[config.mk]
export PLATFORM = sky130hd
export DESIGN_NAME = lane_power_ctrl
export DESIGN_NICKNAME = d
export VERILOG_FILES = /design/src/rtl/lane_pwr_pkg.sv /design/src/rtl/lane_width_tracker.sv /design/src/rtl/lane_mask_gen.sv /design/src/rtl/lane_wake_cell.sv /design/src/rtl/lane_power_ctrl.sv
export SDC_FILE = /design/constraint.sdc
export NUM_CORES = 1
export LEC_CHECK = 0
export BUFFER_PORTS_ARGS = -buffer_cell sky130_fd_sc_hd__buf_2
export CAP_MARGIN = 10
export CORE_UTILIZATION = 35
export DETAILED_ROUTE_END_ITERATION = 8
export PLACE_DENSITY = 0.6
export SETUP_SLACK_MARGIN = 0.05
export SYNTH_ARGS = -nofsm -noshare
export SYNTH_HDL_FRONTEND = slang
export SYNTH_SLANG_ARGS = --single-unit
[constraint.sdc]
create_clock -name clk -period 3 [get_ports clk]
set_input_delay 0.6 -clock clk [delete_from_list [all_inputs] [get_ports clk]]
set_output_delay 0.6 -clock clk [all_outputs]
set_load 0.05 [all_outputs]
[src/rtl/lane_pwr_pkg.sv]
package lane_pwr_pkg;

  // Map a raw width announcement to a legal lane count: 0 or above the
  // lane total means "use every lane".
  function automatic int unsigned clamp_lane_req(input int unsigned raw,
                                                 input int unsigned lanes);
    if (raw == 0 || raw > lanes) return lanes;
    return raw;
  endfunction

  // Larger of two counts; used to apply the out-of-order floor.
  function automatic int unsigned at_least(input int unsigned val,
                                           input int unsigned floor_val);
    return (val < floor_val) ? floor_val : val;
  endfunction

endpackage

[src/rtl/lane_width_tracker.sv]
module lane_width_tracker
  import lane_pwr_pkg::*;
#(
  parameter int unsigned NUM_LANES  = 6,
  parameter int unsigned OOO_LANES  = 4,
  parameter int unsigned WIDTH_IN_W = 3,
  parameter int unsigned CNT_W      = $clog2(NUM_LANES + 1)
) (
  input  logic                  clk,
  input  logic                  rst_n,
  input  logic                  vliw_mode,
  input  logic                  width_valid,
  input  logic [WIDTH_IN_W-1:0] width_in,
  input  logic                  frame_commit,
  input  logic                  last_word_retire,
  input  logic                  to_ooo_req,
  output logic [CNT_W-1:0]      cnt_o
);
  localparam logic [CNT_W-1:0] OOO_CNT = CNT_W'(OOO_LANES);
  localparam logic [CNT_W-1:0] ALL_CNT = CNT_W'(NUM_LANES);

  logic [CNT_W-1:0] cnt_q, cnt_d;
  logic [CNT_W-1:0] pend_q, pend_d;
  logic             pend_v_q, pend_v_d;
  logic             drain_q, drain_d;

  logic [CNT_W-1:0] req_w;
  logic [CNT_W-1:0] base_w;
  logic [CNT_W-1:0] floor_w;

  // Named internal events, visible to the assertions below.
  logic commit_apply_evt;
  logic ooo_enter_evt;
  logic ooo_settle_evt;
  logic announce_evt;
  logic grow_evt;
  logic defer_evt;

  assign req_w   = CNT_W'(clamp_lane_req(32'(width_in), NUM_LANES));
  assign floor_w = CNT_W'(at_least(32'(cnt_q), OOO_LANES));

  assign commit_apply_evt = frame_commit && pend_v_q;
  assign base_w           = commit_apply_evt ? pend_q : cnt_q;
  assign ooo_enter_evt    = to_ooo_req && vliw_mode;
  assign ooo_settle_evt   = drain_q && last_word_retire && !ooo_enter_evt;
  assign announce_evt     = width_valid && !drain_q && !ooo_enter_evt;
  assign grow_evt         = announce_evt && (req_w > base_w);
  assign defer_evt        = announce_evt && (req_w < base_w);

  always_comb begin
    cnt_d    = base_w;
    pend_d   = pend_q;
    pend_v_d = pend_v_q && !frame_commit;
    drain_d  = drain_q;
    if (ooo_enter_evt) begin
      cnt_d    = floor_w;
      pend_v_d = 1'b0;
      drain_d  = 1'b1;
    end else if (ooo_settle_evt) begin
      cnt_d    = OOO_CNT;
      pend_v_d = 1'b0;
      drain_d  = 1'b0;
    end else if (announce_evt) begin
      if (defer_evt) begin
        pend_d   = req_w;
        pend_v_d = 1'b1;
      end else begin
        cnt_d    = req_w;
        pend_v_d = 1'b0;
      end
    end
  end

  always_ff @(posedge clk or negedge rst_n) begin
    if (!rst_n) begin
      cnt_q    <= OOO_CNT;
      pend_q   <= OOO_CNT;
      pend_v_q <= 1'b0;
      drain_q  <= 1'b0;
    end else begin
      cnt_q    <= cnt_d;
      pend_q   <= pend_d;
      pend_v_q <= pend_v_d;
      drain_q  <= drain_d;
    end
  end

  assign cnt_o = cnt_q;

  // count stays within 1..NUM_LANES
  p_cnt_range_r2: assert property (@(posedge clk) disable iff (!rst_n)
    (cnt_q >= 1) && (cnt_q <= ALL_CNT));

  // growth lands at the next edge
  p_grow_now_r4: assert property (@(posedge clk) disable iff (!rst_n)
    grow_evt |=> (cnt_q == $past(req_w)));

  // a smaller width without a commit leaves the count alone
  p_shrink_hold_r5: assert property (@(posedge clk) disable iff (!rst_n)
    (defer_evt && !frame_commit) |=> (cnt_q == $past(cnt_q)));

  // switch request lifts the count to the floor and starts a drain
  p_ooo_floor_r7: assert property (@(posedge clk) disable iff (!rst_n)
    ooo_enter_evt |=> (cnt_q >= OOO_CNT) && drain_q && !pend_v_q);

  // nothing but a switch or a retire moves the count during a drain
  p_drain_freeze_r7: assert property (@(posedge clk) disable iff (!rst_n)
    (drain_q && !last_word_retire && !ooo_enter_evt) |=> $stable(cnt_q));

  // retire during a drain settles at exactly the floor
  p_settle_r8: assert property (@(posedge clk) disable iff (!rst_n)
    ooo_settle_evt |=> (cnt_q == OOO_CNT) && !drain_q);

  // a switch request outside wide-word mode starts no drain
  p_mode_ignore_r9: assert property (@(posedge clk) disable iff (!rst_n)
    (to_ooo_req && !vliw_mode && !drain_q) |=> !drain_q);

endmodule

[src/rtl/lane_mask_gen.sv]
module lane_mask_gen #(
  parameter int unsigned NUM_LANES = 6,
  parameter int unsigned CNT_W     = $clog2(NUM_LANES + 1)
) (
  input  logic [CNT_W-1:0]     cnt,
  output logic [NUM_LANES-1:0] mask
);
  for (genvar g = 0; g < NUM_LANES; g++) begin : g_lane
    assign mask[g] = (cnt > CNT_W'(g));
  end
endmodule

[src/rtl/lane_wake_cell.sv]
module lane_wake_cell #(
  parameter int unsigned WAKE_CYCLES = 3,
  parameter int unsigned WK_W        = $clog2(WAKE_CYCLES + 1)
) (
  input  logic clk,
  input  logic rst_n,
  input  logic en,
  output logic usable
);
  localparam logic [WK_W-1:0] WK_MAX = WK_W'(WAKE_CYCLES);

  logic [WK_W-1:0] wk_q;

  always_ff @(posedge clk or negedge rst_n) begin
    if (!rst_n)             wk_q <= '0;
    else if (!en)           wk_q <= '0;
    else if (wk_q < WK_MAX) wk_q <= wk_q + 1'b1;
  end

  assign usable = en && (wk_q == WK_MAX);

  // an unpowered lane is never reported usable one cycle later
  p_off_not_usable_r10: assert property (@(posedge clk) disable iff (!rst_n)
    !en |=> (wk_q == '0) || en == 1'b1 && wk_q <= WK_W'(1));
endmodule

[src/rtl/lane_power_ctrl.sv]
module lane_power_ctrl #(
  parameter int unsigned NUM_LANES   = 6,
  parameter int unsigned OOO_LANES   = 4,
  parameter int unsigned WAKE_CYCLES = 3,
  parameter int unsigned WIDTH_IN_W  = 3
) (
  input  logic                  clk,
  input  logic                  rst_n,
  input  logic                  vliw_mode,
  input  logic                  width_valid,
  input  logic [WIDTH_IN_W-1:0] width_in,
  input  logic                  frame_commit,
  input  logic                  last_word_retire,
  input  logic                  to_ooo_req,
  output logic [NUM_LANES-1:0]  lane_en,
  output logic                  lanes_ready
);
  localparam int unsigned CNT_W = $clog2(NUM_LANES + 1);
  localparam int unsigned WK_W  = $clog2(WAKE_CYCLES + 1);

  logic [CNT_W-1:0]     lane_cnt;
  logic [NUM_LANES-1:0] lane_usable;
  logic [NUM_LANES:0]   en_ext;

  lane_width_tracker #(
    .NUM_LANES (NUM_LANES),
    .OOO_LANES (OOO_LANES),
    .WIDTH_IN_W(WIDTH_IN_W),
    .CNT_W     (CNT_W)
  ) u_tracker (
    .clk             (clk),
    .rst_n           (rst_n),
    .vliw_mode       (vliw_mode),
    .width_valid     (width_valid),
    .width_in        (width_in),
    .frame_commit    (frame_commit),
    .last_word_retire(last_word_retire),
    .to_ooo_req      (to_ooo_req),
    .cnt_o           (lane_cnt)
  );

  lane_mask_gen #(
    .NUM_LANES(NUM_LANES),
    .CNT_W    (CNT_W)
  ) u_mask (
    .cnt (lane_cnt),
    .mask(lane_en)
  );

  for (genvar g = 0; g < NUM_LANES; g++) begin : g_wake
    lane_wake_cell #(
      .WAKE_CYCLES(WAKE_CYCLES),
      .WK_W       (WK_W)
    ) u_cell (
      .clk   (clk),
      .rst_n (rst_n),
      .en    (lane_en[g]),
      .usable(lane_usable[g])
    );
  end

  assign lanes_ready = &(~lane_en | lane_usable);
  assign en_ext      = {1'b0, lane_en};

  // enabled lanes form one block starting at lane 0
  p_thermo_r2: assert property (@(posedge clk) disable iff (!rst_n)
    (((en_ext + 1'b1) & en_ext) == '0) && lane_en[0]);

  // any lane that just powered up holds readiness low
  p_wake_gap_r10: assert property (@(posedge clk) disable iff (!rst_n)
    (|(lane_en & ~$past(lane_en))) |-> !lanes_ready);

endmodule

## After elaboration in Yosys (flattened, before gate mapping)

Cells that the tools add are included.

- Bits of input ports: 10
- Word-level logic and storage cells: 97
- Output and inout bits: 7
- Register bits: 20

- Mux-type cells: 27
- Bitwise logic cells: 4
- Reduce and logical (&&, ||, !) cells: 22
- Equal/unequal tests: 13
- Add/subtract/negate cells: 6
- Magnitude comparators: 15

Operator list:

| cell | number |
|---|---|
| 2-bit 2-to-1 mux | 12 |
| 3-bit 2-to-1 mux | 8 |
| 1-bit logical AND | 14 |
| 2-bit inequality test (second input constant) | 7 |
| 2-bit by 1-bit adder with 2-bit output (second input constant) | 6 |
| 2-bit == test (second input constant) | 6 |
| 2-bit < comparator (second input constant) | 6 |
| 3-bit greater-than comparator (second input constant) | 3 |
| 1-bit 2-to-1 mux | 7 |
| 3-bit by 1-bit greater-than comparator with 1-bit output (second input constant) | 2 |
| 3-bit by 2-bit greater-than comparator with 1-bit output (second input constant) | 2 |
| 6-bit NOT | 1 |
| 6-bit bitwise OR | 1 |
| 6-bit AND reduction | 1 |
| 4-bit AND reduction | 1 |
| 1-bit logical NOT | 3 |
| 3-bit logical NOT | 1 |
| 3-bit < comparator | 1 |
| 3-bit < comparator (second input constant) | 1 |
| 1-bit NOT | 2 |
| 2-bit nonzero test | 1 |
| 1-bit logical OR | 1 |

## Depth between registers and ports, before layout

- Depth in word-level cells: 10
- Mapped depth: 7

## By module

A second synthesis with hierarchy kept.

- Cell total of the unflattened synthesis: 115
- Area, all modules: 1232.4 um^2

By module, submodules not included:

| module | area an instance (um^2) | instances | sequential area each (um^2) | cells an instance |
|---|---|---|---|---|
| lane_wake_cell | 101.3 | 6 | 50.0 | 8 |
| lane_width_tracker | 526.8 | 1 | 202.7 | 51 |
| lane_power_ctrl | 57.6 | 1 | 0.0 | 10 |
| lane_mask_gen | 40.0 | 1 | 0.0 | 6 |

## Worst setup path after synthesis

OpenSTA, ideal clock, no wires.

- Path type: register -> output
- Start point: register g_wake[0].u_cell.wk_q[0]
- End point: output port lanes_ready
- Buffers on the path: 0
- Stages on the path, launching flop included: 5
- Arrival time: 2094 ps
- Setup slack: 306 ps
- Cell sequence: dfrtp_1 -> ha_1 -> o21bai_1 -> a21o_1 -> a222oi_1

- Cells in the longest elaborated chain, start to end: 4

RTL lines:

| what | line | RTL |
|---|---|---|
| start: declaration | lane_wake_cell.sv:12 | `logic [WK_W-1:0] wk_q;` |
| start signal: assignment | lane_wake_cell.sv:17 | `else if (wk_q < WK_MAX) wk_q <= wk_q + 1'b1;` |
| 2-bit == test | lane_wake_cell.sv:20 | `assign usable = en && (wk_q == WK_MAX);` |
| 1-bit logical AND | lane_wake_cell.sv:20 |  |
| 6-bit bitwise OR | lane_power_ctrl.sv:62 | `assign lanes_ready = &(~lane_en \| lane_usable);` |
| 6-bit AND reduction | lane_power_ctrl.sv:62 |  |
| end: declaration | lane_power_ctrl.sv:16 | `output logic lanes_ready` |

Every way passes these cells.

## Worst setup path in the final report

Ends and elaborated chain as after synthesis.

==> metrics.yaml <==
outcome: "finished, final reports clean"
clk_path_buf_depth: 2
gp_congestion: 0.882
cts-resized-gates: 0
ctsHoldBuffers: 0
setup_violations: 0
critical_path.cell_chain: "ha_1 -> o21bai_1 -> a21o_1 -> a222oi_1 -> buf_2"
drc: 0
grt_pass1_vias: 895
ir_drop_uv: 306
min_path_type: "input port to async pin"
worstMarginPinSlew_ps: 436
relSlewSlack: 0.709
yosysWarnings: 0
crit_path_start_kind: "register"
synth_cells: 121
syn2layout_area_growth_pct: 9.91
cts_tree: "built"
max_stage_delay_ps: 390
fin_util: 0.403
drt_pre_antenna_iters: 4
synth.ff_latch_count: 20
insertion_delay_ps: 300
finalNonFillerCells: 179
cts_buffers: 3
die_y_um: 61.2
netlist_area_sq_um: 1220
cts_root_buffer: "clkbuf_4"
via_per_inst: 5.26
clock_skew_ps: 14.4
cts_setup_buffers: 0
core_region_area_sq_um: 3340
diodes: 0
antenna_found_initial: 0
grt_pass1_wl_um: 3880
max_freq_ghz: 0.402
crit_slowest_cell: "dfrtp_1"
synth_edf_count: 0
rows: 21
final.setup.tns_ps: 0
required_ps: 2400
synthTopCellsByCount: "dfrtp_1 (18), nand2_1 (12), nor2_1 (12)"
drive_gt1_frac: 0.226
yosysMostFrequentCell: "dfrtp_1"
hold_violations: 0
postSynth.asyncResetShare: 1.00
critical_path_class: "register to output port"
dp_cells: 175
cp-end-kind: "output port"
grt_max_degree: 21
synth.distinct_cells: 35
crit_path_max_fanout: 5
synth_top_area_share: 0.368
power_mw: 1.33
routed_wl_um: 2370
avgSynthCellArea_sq_um: 10.1
slew_violations: 0
fp.dieArea_sq_um: 3740
powerDensity_nw_per_um2: 989
synth.area.top_cells: "dfrtp_1 (37%), ha_1 (8.2%), mux2i_1 (6.5%), dfstp_2 (4.3%), buf_4 (3.7%)"
clkTransAtPathRegs_ps: 120
die_w_um: 61.2
cap_violations: 0
wl_per_cell_um: 13.3
synth_top_flop_cell: "dfrtp_1"
yosysSeqAreaShare: 0.411
hpwl_um: 1830
cts_sinks: 20
nNetsFinal: 152
overflow: 0
synth_top_cell_by_area: "dfrtp_1"
critPathArrivalTime_ps: 1890
fin_crit_ps: 2490
drt-initial-drc-count: 33
grt_use_total: 0.143
io_buffers: 16
num_io_pins: 17
leakage_nw: 0.639
ant_nets: 0
grt_setup_unrepaired: "no"
syn-num-nets: 139
period_share: 0.829
start_util: 0.367
h-tree-depth: 1
vias: 941
## critical path, delay by kind of cell (launching register included)
family	cells	cell delay, ps
AOI/OAI and AO/OA	3	580
DFF	1	390
buffers and inverters	1	330
adders and majority gates	1	290
## routing by layer
metal  track usage  vias up  share of wire  routed length [um]
met3        0.0315        6          0.049                 117
li1              -      440              -                   -
met1         0.192      458           0.45                1070
met2         0.220       37           0.47                1120
met4        0.0649        0          0.027                  63
met5             0        -              0                   0
## final timing paths
kind                                          start                  endpoint  slack [ps]  cells after the start
setup / recovery           g_wake[0].u_cell.wk_q[0]               lanes_ready         510                      5
hold / removal                                rst_n  g_wake[2].u_cell.wk_q[1]         210                      1
setup reg to reg                 u_tracker.cnt_o[2]       u_tracker.pend_q[1]         600                      6
hold reg to reg                 u_tracker.pend_q[1]       u_tracker.pend_q[1]         520                      1
max in group asynchronous                     rst_n       u_tracker.pend_q[2]        2430                      1
min in group clk                   last_word_retire         u_tracker.drain_q         500                      2
## where the power goes
part	internal [mW]	total, mW	switching [mW]
Combinational	0.284	0.677	0.393
Sequential	0.398	0.497	0.0990
Clock	0.0740	0.157	0.0834
## through the flow
stage                     worst slack, ps  hold WS [ps]  cell area (sq um)
final                                 512           212               1350
after global routing                  344           242               1350
after CTS                             517           233               1350
after detailed placement              336           507               1310
after global placement                399           496               1310
after floorplan                       306           304               1220
## final cells by class
| class | instances | area, sq um |
|---|---|---|
| Sequential cell | 20 | 503 |
| Multi-Input combinational cell | 86 | 643 |
| Fill cell | 342 | 1990 |
| Tap cell | 46 | 57.6 |
| Clock buffer | 4 | 36.3 |
| Timing Repair Buffer | 16 | 80.1 |
| Inverter | 7 | 26.3 |
## cell usage in the layout, fill, tap and decap left out, types with 2 or more instances in the layout
master,synthesis,routed
a21o_1,2,2
a21oi_1,4,4
buf_2,0,16
clkbuf_4,0,3
dfrtp_1,18,18
dfstp_2,2,2
ha_1,8,8
inv_1,7,7
mux2_2,2,2
mux2i_1,8,8
nand2_1,12,12
nand3_1,2,2
nor2_1,12,12
nor2b_1,2,2
nor3_1,2,2
o21a_1,2,2
o21ai_0,5,5
o21bai_1,3,3
o32ai_2,2,2
xor2_1,5,5
## registers in the layout, summed over array words and instances, names as in the netlist
register and cells:
u_tracker.pend_v_q 1, u_tracker.cnt_o 3, u_tracker.drain_q 1, g_wake.u_cell.wk_q 12, u_tracker.pend_q 3
## kinds of logic after synthesis
logic type,count (synthesis),synth area share
mux,10,0.0838
fa+ha+maj,8,0.0817
flops,20,0.411
simple gates,35,0.127
compound gates,27,0.190
xor+xnor,6,0.0429
buf+inv,15,0.0644
No activity file was read; power rests on OpenSTA's default activity.
